File: src/rtl/eg_ssg_pkg.sv
package eg_ssg_pkg;
  typedef enum logic [2:0] {
    ST_IDLE    = 3'd0,
    ST_RELEASE = 3'd1,
    ST_SUSTAIN = 3'd2,
    ST_DECAY   = 3'd3,
    ST_ATTACK  = 3'd4
  } eg_state_e;
endpackage

File: src/rtl/eg_advance.sv
module eg_advance
  import eg_ssg_pkg::*;
#(
  parameter int AW    = 10,
  parameter int DSTEP = 16,
  parameter int ASH   = 3
) (
  input  eg_state_e         st,
  input  logic [AW-1:0]     att,
  input  logic [AW-1:0]     sus_lvl,
  output eg_state_e         st_nx,
  output logic [AW-1:0]     att_nx,
  output logic [AW-1:0]     att_dn
);
  localparam logic [AW-1:0] MAXV  = '1;
  localparam logic [AW-1:0] ONE   = AW'(1);
  localparam logic [AW:0]   STEPV = (AW+1)'(DSTEP);

  logic [AW:0]   inc_w;
  logic [AW-1:0] inc_sat;

  assign inc_w   = {1'b0, att} + STEPV;
  assign inc_sat = (inc_w > {1'b0, MAXV}) ? MAXV : inc_w[AW-1:0];
  assign att_dn  = att - (att >> ASH) - ONE;

  always_comb begin
    st_nx  = st;
    att_nx = att;
    case (st)
      ST_ATTACK: begin
        if (att == '0) st_nx = ST_DECAY;
        else           att_nx = att_dn;
      end
      ST_DECAY: begin
        if (att >= sus_lvl) st_nx = ST_SUSTAIN;
        else                att_nx = inc_sat;
      end
      ST_SUSTAIN: att_nx = inc_sat;
      ST_RELEASE: begin
        if (att == MAXV) st_nx = ST_IDLE;
        else             att_nx = inc_sat;
      end
      default: ;
    endcase
  end
endmodule

File: src/rtl/eg_loop_ctrl.sv
module eg_loop_ctrl
  import eg_ssg_pkg::*;
#(
  parameter int AW = 10
) (
  input  logic [3:0]        mode,
  input  eg_state_e         st,
  input  logic [AW-1:0]     att,
  input  logic [AW-1:0]     att_dn,
  input  logic              inv,
  input  logic              step,
  output logic              fire,
  output eg_state_e         st_nx,
  output logic [AW-1:0]     att_nx,
  output logic              inv_nx,
  output logic              prst
);
  localparam logic [AW-1:0] MAXV = '1;
  localparam logic [AW-1:0] HALF = {1'b1, {(AW-1){1'b0}}};

  assign fire = mode[3] && (att >= HALF) && (st > ST_RELEASE);

  always_comb begin
    st_nx  = st;
    att_nx = att;
    inv_nx = inv;
    prst   = 1'b0;
    if (mode[0]) begin
      inv_nx = inv | mode[1];
      att_nx = (inv_nx ^ mode[2]) ? HALF : MAXV;
    end else begin
      if (mode[1]) inv_nx = ~inv;
      else         prst   = 1'b1;
      st_nx = ST_ATTACK;
      if (step) att_nx = att_dn;
    end
  end
endmodule

File: src/rtl/eg_shaper.sv
module eg_shaper
  import eg_ssg_pkg::*;
#(
  parameter int AW  = 10,
  parameter int TLW = 7
) (
  input  logic              clk,
  input  logic              rst,
  input  logic [3:0]        mode,
  input  eg_state_e         st,
  input  logic [AW-1:0]     att,
  input  logic              inv,
  input  logic [TLW-1:0]    tl,
  output logic [AW:0]       env
);
  localparam int            OW   = AW + 1;
  localparam logic [AW-1:0] MAXV = '1;
  localparam logic [AW-1:0] HALF = {1'b1, {(AW-1){1'b0}}};

  logic          flip;
  logic [AW-1:0] shaped;

  assign flip   = mode[3] && (inv ^ mode[2]) && (st > ST_RELEASE);
  assign shaped = flip ? (HALF - att) : att;

  always_ff @(posedge clk) begin
    if (rst) env <= {1'b0, MAXV};
    else     env <= {1'b0, shaped} + (OW'(tl) << 3);
  end
endmodule

File: src/rtl/eg_ssg_top.sv
module eg_ssg_top
  import eg_ssg_pkg::*;
#(
  parameter int AW    = 10,
  parameter int TLW   = 7,
  parameter int DSTEP = 16,
  parameter int ASH   = 3
) (
  input  logic            clk,
  input  logic            rst,
  input  logic            key_on,
  input  logic            key_off,
  input  logic            csm_key,
  input  logic            step,
  input  logic [TLW-1:0]  total_level,
  input  logic [AW-1:0]   sus_lvl,
  input  logic [3:0]      ssg_mode,
  output logic [AW:0]     env_out,
  output logic            phase_rst
);
  localparam logic [AW-1:0] MAXV  = '1;
  localparam logic [AW-1:0] HALF  = {1'b1, {(AW-1){1'b0}}};
  localparam logic [AW:0]   LOWM  = {2'b00, {(AW-1){1'b1}}};
  localparam logic [AW:0]   ONEW  = (AW+1)'(1);

  eg_state_e     state_q;
  logic [AW-1:0] att_q;
  logic          key_q;
  logic          inv_q;
  logic          prst_q;

  eg_state_e     adv_st;
  logic [AW-1:0] adv_att;
  logic [AW-1:0] att_dn;

  logic          fire;
  eg_state_e     lp_st;
  logic [AW-1:0] lp_att;
  logic          lp_inv;
  logic          lp_prst;

  logic          kon_ok;
  logic          koff_ok;
  logic [AW:0]   ko_v;
  logic          ko_off;

  eg_advance #(.AW(AW), .DSTEP(DSTEP), .ASH(ASH)) u_adv (
    .st(state_q), .att(att_q), .sus_lvl(sus_lvl),
    .st_nx(adv_st), .att_nx(adv_att), .att_dn(att_dn)
  );

  eg_loop_ctrl #(.AW(AW)) u_loop (
    .mode(ssg_mode), .st(state_q), .att(att_q), .att_dn(att_dn),
    .inv(inv_q), .step(step), .fire(fire), .st_nx(lp_st),
    .att_nx(lp_att), .inv_nx(lp_inv), .prst(lp_prst)
  );

  eg_shaper #(.AW(AW), .TLW(TLW)) u_shape (
    .clk(clk), .rst(rst), .mode(ssg_mode), .st(state_q),
    .att(att_q), .inv(inv_q), .tl(total_level), .env(env_out)
  );

  assign kon_ok  = key_on  && !key_q && !csm_key;
  assign koff_ok = key_off &&  key_q && !csm_key;
  assign ko_v    = (inv_q ^ ssg_mode[2]) ? (({1'b0, att_q} ^ LOWM) + ONEW)
                                         : {1'b0, att_q};
  assign ko_off  = ko_v >= {1'b0, HALF};

  always_ff @(posedge clk) begin
    if (rst) begin
      state_q <= ST_IDLE;
      att_q   <= MAXV;
      key_q   <= 1'b0;
      inv_q   <= 1'b0;
      prst_q  <= 1'b0;
    end else begin
      prst_q <= 1'b0;
      if (kon_ok) begin
        key_q   <= 1'b1;
        inv_q   <= 1'b0;
        state_q <= ST_ATTACK;
        prst_q  <= 1'b1;
      end else if (koff_ok) begin
        key_q <= 1'b0;
        if (state_q > ST_RELEASE) begin
          state_q <= ST_RELEASE;
          if (ssg_mode[3]) begin
            if (ko_off) begin
              att_q   <= MAXV;
              state_q <= ST_IDLE;
            end else begin
              att_q <= ko_v[AW-1:0];
            end
          end
        end
      end else if (fire) begin
        state_q <= lp_st;
        att_q   <= lp_att;
        inv_q   <= lp_inv;
        prst_q  <= lp_prst;
      end else if (step) begin
        state_q <= adv_st;
        att_q   <= adv_att;
      end
    end
  end

  assign phase_rst = prst_q;


  keyon_pulse_chk: assert property (@(posedge clk) disable iff (rst)
    (key_on && !key_q && !csm_key) |=> (phase_rst && key_q && state_q == ST_ATTACK));


  csm_block_chk: assert property (@(posedge clk) disable iff (rst)
    csm_key |=> $stable(key_q));


  keyoff_rel_chk: assert property (@(posedge clk) disable iff (rst)
    (key_off && key_q && !csm_key && state_q > ST_RELEASE) |=> (state_q <= ST_RELEASE && !key_q));


  keyoff_idle_chk: assert property (@(posedge clk) disable iff (rst)
    (key_off && key_q && !csm_key && state_q > ST_RELEASE && ssg_mode[3] &&
     att_q >= HALF && !(inv_q ^ ssg_mode[2])) |=> (state_q == ST_IDLE && att_q == MAXV));


  hold_keep_chk: assert property (@(posedge clk) disable iff (rst)
    (fire && ssg_mode[0] && !kon_ok && !koff_ok) |=> ($stable(state_q) && !phase_rst));


  rel_rise_chk: assert property (@(posedge clk) disable iff (rst)
    (state_q == ST_RELEASE && !kon_ok) |=> (att_q >= $past(att_q)));


  no_repeat_rel_chk: assert property (@(posedge clk) disable iff (rst)
    (state_q <= ST_RELEASE) |-> !fire);
endmodule

File: config.mk
export PLATFORM = sky130hd
export DESIGN_NAME = eg_ssg_top
export DESIGN_NICKNAME = d
export VERILOG_FILES = /design/src/rtl/eg_ssg_pkg.sv /design/src/rtl/eg_advance.sv /design/src/rtl/eg_loop_ctrl.sv /design/src/rtl/eg_shaper.sv /design/src/rtl/eg_ssg_top.sv
export SDC_FILE = /design/constraint.sdc
export NUM_CORES = 1
export LEC_CHECK = 0
export ABC_AREA = 0
export BUFFER_PORTS_ARGS = -buffer_cell sky130_fd_sc_hd__buf_2
export CAP_MARGIN = 30
export CORE_MARGIN = 2
export CORE_UTILIZATION = 57
export DETAILED_ROUTE_END_ITERATION = 16
export PLACE_DENSITY_LB_ADDON = 0.05
export SYNTH_ARGS = -nofsm -noshare
export SYNTH_HDL_FRONTEND = slang
export SYNTH_SLANG_ARGS = --single-unit
export TNS_END_PERCENT = 30
File: constraint.sdc
create_clock -name clk -period 4.1 [get_ports clk]
set_input_delay 0.41 -clock clk [delete_from_list [all_inputs] [get_ports clk]]
set_output_delay 0.41 -clock clk [all_outputs]
set_load 0.01 [all_outputs]
After elaboration in Yosys (flattened, before gate mapping)
Cells that the tools add are included.
{"block": "word_totals", "regBits": 27, "inputBits": 27, "output_inout_bits": 12, "elab_cells": 105}
{"block": "classes", "add_sub_neg": 6, "order_cmp": 5, "eq_ne": 19, "mux": 37, "bitwise_logic": 7, "n_reduce_logical": 24}
{"op": "10-bit 2-to-1 mux", "n": 13}
{"op": "10-bit one-hot mux with 4 select lines", "n": 1}
{"op": "3-bit 2-to-1 mux", "n": 9}
{"op": "5-bit by 4-bit inequality test with 1-bit output, second input constant", "n": 3}
{"op": "7-bit AND reduction", "n": 2}
{"op": "4-bit by 3-bit inequality test with 1-bit output, second input constant", "n": 3}
{"op": "4-bit inequality test, second input constant", "n": 3}
{"op": "6-bit nonzero test", "n": 2}
{"op": "10-bit by 1-bit adder with 11-bit output, second input constant", "n": 1}
{"op": "10-bit by 10-bit adder with 11-bit output", "n": 1}
{"op": "10-bit by 5-bit adder with 11-bit output, second input constant", "n": 1}
{"op": "11-bit by 10-bit greater-or-equal comparator with 1-bit output, second input constant", "n": 1}
{"op": "11-bit by 10-bit greater-than comparator with 1-bit output, second input constant", "n": 1}
{"op": "1-bit 2-to-1 mux", "n": 11}
{"op": "11-bit 2-to-1 mux", "n": 1}
{"op": "10-bit == test, second input constant", "n": 1}
{"op": "10-bit greater-or-equal comparator", "n": 1}
{"op": "10-bit greater-or-equal comparator, second input constant", "n": 1}
{"op": "10-bit zero test", "n": 1}
{"op": "10-bit by 1-bit subtractor with 10-bit output, second input constant", "n": 1}
{"op": "10-bit subtractor, first input constant", "n": 1}
{"op": "10-bit by 7-bit subtractor with 10-bit output", "n": 1}
{"op": "9-bit 2-to-1 mux", "n": 1}
{"op": "9-bit inverter", "n": 1}
{"op": "21 further kinds", "n": 36}

Longest topological paths before layout
{"block": "logic_depth", "word_depth": 9, "ltp_mapped": 15, "depth_no_buf": 14}

Hierarchy
From an unflattened synthesis, not the netlist that was laid out.
{"block": "hier_totals", "cells_unflattened": 455, "hier_area_um2": 3527.1}
{"mod": "eg_advance", "instances": 1, "cells_per_inst": 183, "area_per_inst_um2": 1237.4, "seq_area_each_um2": 0.0}
{"mod": "eg_ssg_top", "instances": 1, "cells_per_inst": 154, "area_per_inst_um2": 1223.7, "seq_area_each_um2": 320.3}
{"mod": "eg_shaper", "instances": 1, "cells_per_inst": 84, "area_per_inst_um2": 758.2, "seq_area_each_um2": 220.2}
{"mod": "eg_loop_ctrl", "instances": 1, "cells_per_inst": 34, "area_per_inst_um2": 307.8, "seq_area_each_um2": 0.0}

Least setup slack after synthesis
Ideal clock, no wire load.
{"block": "synth_timing", "path_kind": "input port to flip-flop", "startpoint": "in ssg_mode[2]", "endpoint": "reg u_shape.env[9]", "setup_time_ns": 0.130, "arrival_ns": 2.739, "t_required_ns": 3.970, "slack_ns": 1.231, "stages": 14, "path_buffers": 0, "path_cell_list": "xnor2_1 nor2_1 nand2_1 nor2_1 xnor2_1 ha_1 fa_1 a21oi_1 nor2_1 nor2_1 o21bai_1 a21oi_1 xor2_1 nand2_1"}
{"block": "synth_via", "elab_chain_len": 5}
{"element": "start: declaration", "line_no": "eg_ssg_top.sv:17", "text": "input logic [3:0] ssg_mode,"}
{"element": "1-bit XOR", "line_no": "eg_shaper.sv:23", "text": "assign flip = mode[3] && (inv ^ mode[2]) && (st > ST_RELEASE);"}
{"element": "1-bit logical AND (2 in series)", "line_no": "eg_shaper.sv:23"}
{"element": "10-bit 2-to-1 mux", "line_no": "eg_shaper.sv:24", "text": "assign shaped = flip ? (HALF - att) : att;"}
{"element": "10-bit by 10-bit adder with 11-bit output", "line_no": "eg_shaper.sv:28", "text": "else env <= {1'b0, shaped} + (OW'(tl) << 3);"}
{"element": "end signal: assignment", "line_no": "eg_shaper.sv:27", "text": "if (rst) env <= {1'b0, MAXV};"}
{"element": "end signal: assignment", "line_no": "eg_shaper.sv:28"}
{"element": "end: declaration", "line_no": "eg_shaper.sv:14", "text": "output logic [AW:0] env"}
No other way between the ends.
A chain may end at the register's enable or synchronous reset.

Final worst setup path
{"block": "layout_timing", "startpoint": "reg inv_q", "endpoint": "reg u_shape.env[9]"}
{"block": "layout_via", "elab_chain_len": 5}
{"element": "start: declaration", "line_no": "eg_ssg_top.sv:29", "text": "logic inv_q;"}
{"element": "start signal: assignment", "line_no": "eg_ssg_top.sv:99", "text": "inv_q <= lp_inv;"}
{"element": "1-bit XOR", "line_no": "eg_shaper.sv:23"}
{"element": "1-bit logical AND (2 in series)", "line_no": "eg_shaper.sv:23"}
{"element": "10-bit 2-to-1 mux", "line_no": "eg_shaper.sv:24"}
{"element": "10-bit by 10-bit adder with 11-bit output", "line_no": "eg_shaper.sv:28"}
No other way between the ends.

==> impl_metrics.yaml <==
clock_network:
  cts_setup_buffers: 0
  cts-root-buf: "clkbuf_8"
  clock_path_buffers: 2
  insertion_delay_ns: 0.28
  cts_hold_buf: 0
  path_clk_slew_ns: 0.10
  cts.sinks: 27
  cts_tree: "built"
  ctsHtreeMaxLevel: 1
  cts_made_buffers: 3
  ctsResizeCount: 0
timing:
  max_freq_mhz: 311.5
  rsz0062_at_grt: "no"
  hold_viol: 0
  setup_viol: 0
  worstMarginPinSlew_ns: 0.8315
  fin_crit_ns: 3.210
  max_slew_margin_pct: 44.45
  tns_ns: 0
  skew_ns: 0.001823
  slew_viol_final: 0
  post-route-period-util_pct: 78.29
finish:
  fin_area_um2: 3254
  num_antenna_cells: 0
  seqCellArea_um2: 540.5
  drive_gt1_share_pct: 15.83
  area_delta_synth_final_pct: 7.081
  fin_nets: 476
  multi_input_area_um2: 2271
  fill_cells: 517
  final_util_pct: 63.32
place:
  io_buffers: 38
  hpwl_um: 6823
  routabilityCongestion: 0.9323
  dpl_cell_area_um2: 3209
yosys:
  synth_edf_count: 0
  ys_seq_area_share_pct: 17.79
  async_flop_share_pct: 0
  syn_nets: 449
  ys_seq_elements: 27
  avgSynthCellArea_um2: 7.773
  syn_area_um2: 3039
  synth_ff_type: "dfxtp_1"
  ys.warnings.count: 0
  synth_cells: 391
  ys_types: 75
route:
  drc: 0
  post_drt_wl_per_cell_um: 18.33
  avgViaCountPerCell: 6.310
  firstDrtPassIters: 5
  wl_um: 8928
  drt_iter0_drc: 251
  via_count: 3073
  final_antenna_net_count: 0
grt:
  grt_max_degree: 20
  grt_pass1_vias: 2782
  antenna_found_initial: 0
  grt_pass1_wl_um: 14120
  grt_use_total_pct: 29.96
  overflow: 0
job:
  drv_cap: 0
die:
  placementRows: 26
  initial_core_util_pct: 59.13
  io-pin-count: 39
  die_w_um: 77.02
  fp.dieH_um: 77.02
  core_area_um2: 5140
  die-area_um2: 5932
setup_path:
  path_max_fanout: 9
  crit_type: "flip-flop to flip-flop"
  end_kind: "flip-flop"
  worstPathRequired_ns: 4.25
  reg2reg_from: "inv_q$_SDFFE_PP0P_"
  startpoint_type: "flip-flop"
  cp-startpoint: "inv_q$_SDFFE_PP0P_"
  crit_arrival_ns: 3.36
worst_hold_path:
  holdCritStartpoint: "ssg_mode[1]"
  holdCritPathClass: "primary input to flip-flop"
power:
  peakVddDrop_v: 0.0002927
  power.density_cell_area_nw_per_um2: 418.0
  p_leak_nw: 1.429
outcome:
  status: "completed"
==> final cells by class <==
type                       instances  share of cell area (%)
inverter                          30                   3.460
tap                               70                   2.691
sequential                        27                   16.61
multi-input combinational        317                   69.78
clock buffer                       4                   1.384
timing repair buffer              39                   6.075
==> metal layers <==
metal  wire length [µm]  track usage (%)
met1               3847            39.81
met2               4180            51.40
met3                690            2.353
met4                209            9.821
met5                  0                0
==> worst paths after layout <==
path / endpoint / cells past startpoint / slack [ns]
setup / recovery: u_shape.env[9]$_SDFF_PP1_ / 14 / 0.89
hold / removal: inv_q$_SDFFE_PP0P_ / 2 / 0.37
setup reg to reg: u_shape.env[9]$_SDFF_PP1_ / 14 / 0.89
hold reg to reg: key_q$_SDFFE_PP0N_ / 2 / 0.55
==> power breakdown <==
group,total [W],internal (W),switching [W]
Sequential,0.000366,0.000301,0.0000646
Combinational,0.000828,0.000339,0.000490
Clock,0.000166,0.0000700,0.0000962
==> sequential cells by signal, summed over array words and instances, names as in the netlist <==
signal	cells
att_q	10
inv_q	1
key_q	1
state_q	3
u_shape.env	11
phase_rst	1
==> Yosys cell counts (2+ instances only) <==
library cell / number / area (µm²)
nand4_1: 2 / 12.51
a22oi_1: 2 / 15.01
fa_1: 2 / 40.04
o2111a_1: 2 / 22.52
buf_6: 6 / 67.56
a21bo_2: 2 / 20.02
ha_1: 29 / 362.9
o21ai_1: 2 / 10.01
o21bai_1: 6 / 45.04
a32o_1: 3 / 30.03
nor2_2: 2 / 12.51
a21oi_1: 35 / 175.2
o2111ai_1: 2 / 17.52
dfxtp_1: 27 / 540.5
nand3b_1: 2 / 15.01
nand2b_1: 2 / 12.51
o31a_1: 2 / 17.52
o211ai_1: 5 / 37.54
inv_1: 27 / 101.4
a21o_1: 6 / 45.04
nor2b_1: 3 / 18.77
and3_1: 6 / 37.54
nand3_1: 13 / 65.06
nand2_1: 28 / 105.1
mux2i_1: 2 / 20.02
a31oi_1: 9 / 56.30
nor3_1: 10 / 50.05
o21ai_0: 20 / 100.1
a32oi_1: 5 / 43.79
or2_2: 2 / 12.51
xor2_1: 5 / 43.79
o31ai_1: 5 / 37.54
a211oi_1: 5 / 37.54
inv_2: 2 / 7.510
xnor2_1: 22 / 192.7
clkbuf_1: 6 / 22.52
a311oi_1: 3 / 26.28
nor2_1: 38 / 142.6
buf_2: 5 / 25.02
==> critical path, stage by stage (launching register included) <==
cell	delay, ns
dfxtp_1	0.37
xnor2_1	0.60
nor2_1	0.18
nand2_1	0.25
nor2_1	0.09
xnor2_1	0.13
ha_1	0.22
fa_1	0.41
a21oi_1	0.16
nor2_1	0.05
nor2_1	0.14
o21bai_1	0.09
a21oi_1	0.17
xor2_1	0.16
nand2_1	0.07
==> cells in the final DEF, fill, tap and decap left out, types with 6 or more instances in the layout <==
cell	n
a31oi_1	9
dfxtp_1	27
and3_1	6
o21bai_1	6
nand2_1	28
xnor2_1	22
nand3_1	13
a21o_1	6
nor2_1	38
o21ai_0	20
a21oi_1	35
nor3_1	10
ha_1	29
buf_2	38
inv_1	27
==> cells by family after synthesis <==
family                   count (synthesis)  share of synthesized area [%]
AO/OA/AOI/OAI                          133                          31.37
XOR/XNOR                                27                          7.781
adder cells (fa/ha/maj)                 31                          13.26
buffers and inverters                   47                          7.493
flip-flops                              27                          17.79
multiplexers                             2                         0.6587
AND/OR/NAND/NOR                        124                          21.66
==> metrics by stage <==
stage | hold slack [ns] | power [W] | std cells | worst slack [ns]
floorplan | 0.5041 | 0.0009904 | 391 | 1.231
CTS | 0.3608 | 0.001347 | 487 | 0.8766
global placement | 0.5253 | 0.001163 | 483 | 0.8482
global route | 0.3874 | 0.001449 | 487 | 0.5633
finish | 0.3659 | 0.001360 | 487 | 0.8901
detailed placement | 0.5277 | 0.001176 | 483 | 0.7339
Power figures use the tool's default switching activity.
